<file path="src/rtl/npc_pkg.sv">
package npc_pkg;
  typedef enum logic [1:0] {
    SRC_SEQ  = 2'd0,
    SRC_BR   = 2'd1,
    SRC_JMP  = 2'd2
  } pc_src_e;
endpackage

</file>
<file path="src/rtl/npc_incr.sv">
module npc_incr #(
  parameter int ADDR_W = 32,
  parameter int STEP   = 4
) (
  input  logic [ADDR_W-1:0] cur_pc,
  output logic [ADDR_W-1:0] pc_inc
);
  localparam logic [ADDR_W-1:0] STEP_V = ADDR_W'(STEP);
  assign pc_inc = cur_pc + STEP_V;
endmodule

</file>
<file path="src/rtl/npc_branch_tgt.sv">
module npc_branch_tgt #(
  parameter int ADDR_W = 32,
  parameter int OFF_W  = 16,
  parameter int SHIFT  = 2
) (
  input  logic [ADDR_W-1:0] base,
  input  logic [OFF_W-1:0]  offset,
  output logic [ADDR_W-1:0] target
);
  localparam int EXT_W = ADDR_W - OFF_W;
  logic [ADDR_W-1:0] off_ext;
  assign off_ext = {{EXT_W{offset[OFF_W-1]}}, offset};
  assign target  = base + (off_ext << SHIFT);
endmodule

</file>
<file path="src/rtl/npc_jump_tgt.sv">
module npc_jump_tgt #(
  parameter int ADDR_W = 32,
  parameter int TGT_W  = 26,
  parameter int SHIFT  = 2
) (
  input  logic [ADDR_W-1:0] base,
  input  logic [TGT_W-1:0]  index,
  output logic [ADDR_W-1:0] target
);
  localparam int REGION_W = ADDR_W - TGT_W - SHIFT;
  generate
    if (REGION_W > 0) begin : g_region
      assign target = {base[ADDR_W-1 -: REGION_W], index, {SHIFT{1'b0}}};
    end else begin : g_noregion
      logic [TGT_W+SHIFT-1:0] full;
      assign full   = {index, {SHIFT{1'b0}}};
      assign target = full[ADDR_W-1:0];
    end
  endgenerate
endmodule

</file>
<file path="src/rtl/npc_select.sv">
module npc_select
  import npc_pkg::*;
#(
  parameter int ADDR_W = 32
) (
  input  logic              branch_op,
  input  logic              alu_zero,
  input  logic              jump_op,
  input  logic [ADDR_W-1:0] seq_pc,
  input  logic [ADDR_W-1:0] br_pc,
  input  logic [ADDR_W-1:0] jmp_pc,
  output pc_src_e           src,
  output logic [ADDR_W-1:0] next_pc
);
  always_comb begin
    if (jump_op)                     src = SRC_JMP;
    else if (branch_op && alu_zero)  src = SRC_BR;
    else                             src = SRC_SEQ;
  end

  always_comb begin
    unique case (src)
      SRC_JMP: next_pc = jmp_pc;
      SRC_BR:  next_pc = br_pc;
      default: next_pc = seq_pc;
    endcase
  end
endmodule

</file>
<file path="src/rtl/npc_unit.sv">
module npc_unit
  import npc_pkg::*;
#(
  parameter int                ADDR_W   = 32,
  parameter int                INSTR_W  = 32,
  parameter int                OFF_W    = 16,
  parameter int                TGT_W    = 26,
  parameter int                STEP     = 4,
  parameter logic [ADDR_W-1:0] RESET_PC = '0
) (
  input  logic               clk,
  input  logic               rst,
  input  logic [INSTR_W-1:0] instr_word,
  input  logic               branch_op,
  input  logic               alu_zero,
  input  logic               jump_op,
  output logic [ADDR_W-1:0]  pc
);
  localparam int SHIFT = $clog2(STEP);

  logic [ADDR_W-1:0] pc_q;
  logic [ADDR_W-1:0] pc_inc;
  logic [ADDR_W-1:0] br_pc;
  logic [ADDR_W-1:0] jmp_pc;
  logic [ADDR_W-1:0] next_pc;
  pc_src_e           src;

  npc_incr #(.ADDR_W(ADDR_W), .STEP(STEP)) u_incr (
    .cur_pc (pc_q),
    .pc_inc (pc_inc)
  );

  npc_branch_tgt #(.ADDR_W(ADDR_W), .OFF_W(OFF_W), .SHIFT(SHIFT)) u_br (
    .base   (pc_inc),
    .offset (instr_word[OFF_W-1:0]),
    .target (br_pc)
  );

  npc_jump_tgt #(.ADDR_W(ADDR_W), .TGT_W(TGT_W), .SHIFT(SHIFT)) u_jmp (
    .base   (pc_inc),
    .index  (instr_word[TGT_W-1:0]),
    .target (jmp_pc)
  );

  npc_select #(.ADDR_W(ADDR_W)) u_sel (
    .branch_op (branch_op),
    .alu_zero  (alu_zero),
    .jump_op   (jump_op),
    .seq_pc    (pc_inc),
    .br_pc     (br_pc),
    .jmp_pc    (jmp_pc),
    .src       (src),
    .next_pc   (next_pc)
  );

  always_ff @(posedge clk) begin
    if (rst) pc_q <= RESET_PC;
    else     pc_q <= next_pc;
  end

  assign pc = pc_q;

  // Independent reference quantities for the checks below
  localparam logic [ADDR_W-1:0] STEP_C = ADDR_W'(STEP);
  logic [ADDR_W-1:0] chk_delta;
  assign chk_delta = ADDR_W'($signed(instr_word[OFF_W-1:0])) << SHIFT;

  p_reset_r1: assert property (@(posedge clk) rst |=> pc == RESET_PC);

  // no redirect means a plain step (modular)
  p_seq_step_r2: assert property (@(posedge clk) disable iff (rst)
    (!jump_op && !(branch_op && alu_zero)) |=> pc == $past(pc) + STEP_C);

  // taken branch moves by step plus the scaled signed offset
  p_branch_move_r4: assert property (@(posedge clk) disable iff (rst)
    (branch_op && alu_zero && !jump_op) |=> pc == $past(pc) + STEP_C + $past(chk_delta));

  // a jump always lands on a word boundary with the index in place
  p_jump_index_r7: assert property (@(posedge clk) disable iff (rst)
    jump_op |=> pc[TGT_W+SHIFT-1:0] == {$past(instr_word[TGT_W-1:0]), {SHIFT{1'b0}}});

  // jump wins and its region comes from the incremented address
  p_jump_region_r9: assert property (@(posedge clk) disable iff (rst)
    jump_op |=> pc[ADDR_W-1:TGT_W+SHIFT] == $past(pc_inc[ADDR_W-1:TGT_W+SHIFT]));
endmodule

</file>
<file path="config.mk">
export PLATFORM = sky130hd
export DESIGN_NAME = npc_unit
export DESIGN_NICKNAME = d
export VERILOG_FILES = /design/src/rtl/npc_pkg.sv /design/src/rtl/npc_incr.sv /design/src/rtl/npc_branch_tgt.sv /design/src/rtl/npc_jump_tgt.sv /design/src/rtl/npc_select.sv /design/src/rtl/npc_unit.sv
export SDC_FILE = /design/constraint.sdc
export NUM_CORES = 1
export LEC_CHECK = 0
export ABC_CLOCK_PERIOD_IN_PS = 10600
export BUFFER_PORTS_ARGS = -buffer_cell sky130_fd_sc_hd__buf_2
export CAP_MARGIN = 20
export CORE_MARGIN = 5
export CORE_UTILIZATION = 62
export CTS_BUF_LIST = sky130_fd_sc_hd__clkbuf_2 sky130_fd_sc_hd__clkbuf_4 sky130_fd_sc_hd__clkbuf_8
export DETAILED_ROUTE_END_ITERATION = 12
export PLACE_DENSITY = 0.87
export RECOVER_POWER = 100
export SETUP_SLACK_MARGIN = 0.15
export SLEW_MARGIN = 20
export SYNTH_ARGS = -nofsm -noshare
export SYNTH_HDL_FRONTEND = slang
export SYNTH_SLANG_ARGS = --single-unit
export TNS_END_PERCENT = 5
</file>
<file path="constraint.sdc">
create_clock -name clk -period 10.6 [get_ports clk]
set_input_delay 1.06 -clock clk [delete_from_list [all_inputs] [get_ports clk]]
set_output_delay 1.06 -clock clk [all_outputs]
set_load 0.05 [all_outputs]
</file>
==> flow_metrics.tcl <==
set metrics [dict create \
    status "finished clean" \
    cts_buffers 5 \
    cts_hold_buf 0 \
    reg2reg_slack_ns 5.93 \
    path_class "reg2reg" \
    rsz0062_at_grt "no" \
    port_buffers 60 \
    slew_violations 0 \
    syn2layout_area_growth_pct 10.11 \
    slew_headroom_pct 29.85 \
    synthTopCellsByCount "nand2_1, a21oi_1, nor2_1" \
    initial_core_util_pct 64.07 \
    top_layer "met4" \
    cts_setup_buffers 0 \
    layout.nets 565 \
    grtUsageTotal_pct 25.71 \
    synth_top_area_share_pct 18.24 \
    p_per_area_nw_per_um2 119.4 \
    min_period_over_period_pct 44.10 \
    viasPerCell 6.165 \
    fmax_mhz 213.9 \
    drtPass1Iterations 5 \
    root_buffer "clkbuf_8" \
    slowest_delay_ns 0.64 \
    wl_met2_mm 4.428 \
    route.met3.wl_um 575 \
    dieHeight_um 82.88 \
    reg2reg_depth 17 \
    drcViolationCount 0 \
    clk_pin_slew_ns 0.07 \
    clk_path_buf_depth 2 \
    die_w_um 82.88 \
    ys.flop_type "dfxtp_1" \
    largest_reg_flops 30 \
    io_pins 69 \
    crit_family "simple AND/OR/NAND/NOR gates" \
    crit_path_end_kind "register" \
    dp_hpwl_mm 6.833 \
    h-tree-depth 2 \
    maxCapViolations 0 \
    wl_per_cell_um 16.24 \
    worstPathBufferInverterCount 1 \
    crit_chain "ha_1, inv_1, nor2_1, and2_0, nor2b_1, xor2_1, ha_1, nand2_1, nor3_1, nand3_1, nor2_1, a21oi_1, a211o_1, nand4b_1, o21ai_0, nor4_1, a211o_1" \
    cp_num_cells 17 \
    yosysSeqAreaShare_pct 18.24 \
    cp.arrival_ns 4.84 \
    async_flop_share_pct 0 \
    num_vias 3465 \
    synth_edf_count 0 \
    crit_end "pc[30]$_SDFF_PP0_" \
    ys_top_cells_by_area "dfxtp_1, ha_1, xnor2_1" \
    path_max_fanout 11 \
    place_inst 554 \
    preCtsSetupSlack_ns 6.153 \
    diodes 0 \
    cts_tree "built" \
    clk_latency_ns 0.28 \
    tns_ns 0 \
    cts_resized 0 \
    fin_ws_ns 5.926 \
    drt-initial-drc-count 285 \
    grt_start_max_net_pins 33 \
    syn_area_per_cell_um2 7.434 \
    final_cells 562 \
    hp-class "reg2reg" \
    required_ns 10.77 \
    r2r_start "pc[2]$_SDFF_PP0_" \
    slowest_stage "nor2b_1" \
    ys_warn_count 0 \
    crit_path_start_kind "register" \
    cp-startpoint "pc[2]$_SDFF_PP0_" \
    rows 26 \
    syn_area_um2 3293 \
    synth-seq-cells 30 \
    grt_pass1_vias 3326 \
    placed_area_um2 3601 \
    m1WireLength_mm 3.993 \
    synthCells 443 \
    yosys.area.top_type "dfxtp_1" \
    skew_ns 0.01046 \
    yosys.cell_count.top_type "nand2_1" \
    grt_overflow 0 \
    reg2reg_to "pc[30]$_SDFF_PP0_" \
    worstHoldStart "pc[31]$_SDFF_PP0_" \
    grt_pass1_wl_mm 15.31 \
    nFillCells 480 \
    max-vdd-ir-drop_mv 0.05326 \
    ant_nets 0 \
    antenna_found_initial 0 \
    p_leak_nw 1.633 \
    fp.dieArea_um2 6869 \
    min_period_ns 4.674 \
    place_congestion 0.9473 \
    tightestPinTransition_ns 1.052 \
    final_layout_size_suffix_gt1_share_pct 7.724 \
    core_um2 5140 \
    fin_area_um2 3626 \
    setup_viol 0 \
    cts.sinks 30 \
    routed_wirelength_mm 9.127 \
    synth_cell_types 54 \
    finalHoldViolCount 0 \
]
[area by class of cell]
class | count | area (um2) | area share, %
well taps | 70 | 87.58 | 2.415
flip-flops and latches | 30 | 600.6 | 16.56
clock inverters | 1 | 5.005 | 0.1380
clock buffers | 7 | 90.09 | 2.484
inverters | 14 | 52.55 | 1.449
multi-input cells | 380 | 2531 | 69.81
repair buffers | 60 | 259.0 | 7.143
[layer usage]
layer	up-vias	GRT usage, %
met3	17	4.158
met5	-	0
met4	0	7.429
met1	1622	33.39
li1	1699	-
met2	127	43.66
[cells by family after synthesis]
logic type	share of synthesized area, %
AO/OA/AOI/OAI	26.63
flip-flops	18.24
AND/OR/NAND/NOR	22.42
XOR/XNOR	13.56
buffers and inverters	4.141
multiplexers	0.6079
adder cells (fa/ha/maj)	14.29
other	0.1139
[cells in the final DEF (no fill, tap or decap), types with 6 or more instances in the layout]
cell type,netlist,layout
nand2_1,46,46
a21oi_1,43,43
nor2_1,37,37
ha_1,36,36
clkbuf_1,14,33
xnor2_1,31,31
dfxtp_1,30,30
buf_2,1,27
nand3_1,21,21
o21ai_0,12,21
xor2_1,20,20
a21o_1,15,15
inv_1,14,14
and3_1,12,12
a211oi_1,10,10
nor3_1,7,8
nor2b_1,6,6
o21ai_1,13,6
o22ai_1,6,6
a311oi_1,6,6
clkbuf_8,0,6
[metrics by stage]
stage               power (mW)  utilization [%]  hold slack, ns
detailed placement      0.3345            70.06          0.5969
global placement        0.3282            70.06          0.5778
finish                  0.4328            70.55          0.6191
global route            0.4579            70.55          0.6854
floorplan               0.2910                -          0.8293
CTS                     0.4365            71.91          0.6121
[how the worst min path moves through the flow]
stage	endpoint	slack [ns]	depth (start not counted)
finish	pc[31]$_SDFF_PP0_	0.62	3
floorplan	pc[31]$_SDFF_PP0_	0.83	3
detailed placement	pc[31]$_SDFF_PP0_	0.60	3
global placement	pc[31]$_SDFF_PP0_	0.58	3
CTS	pc[31]$_SDFF_PP0_	0.61	3
global route	pc[31]$_SDFF_PP0_	0.69	3
[worst register-to-register path, delay by kind of cell (launching register included)]
family                   cells  cell delay, ns
AND/OR/NAND/NOR              9            2.14
buffers and inverters        1            0.05
flip-flops                   1            0.42
XOR/XNOR                     1            0.18
adder cells (fa/ha/maj)      2            0.76
AO/OA/AOI/OAI                4            1.01
[report_power, final]
part	internal (mW)	leakage (nW)	switching (mW)
clock	0.0550	0.0517	0.0472
sequential	0.122	0.249	0.0105
combinational	0.0698	1.33	0.128
(Power assumes the default switching activity.)
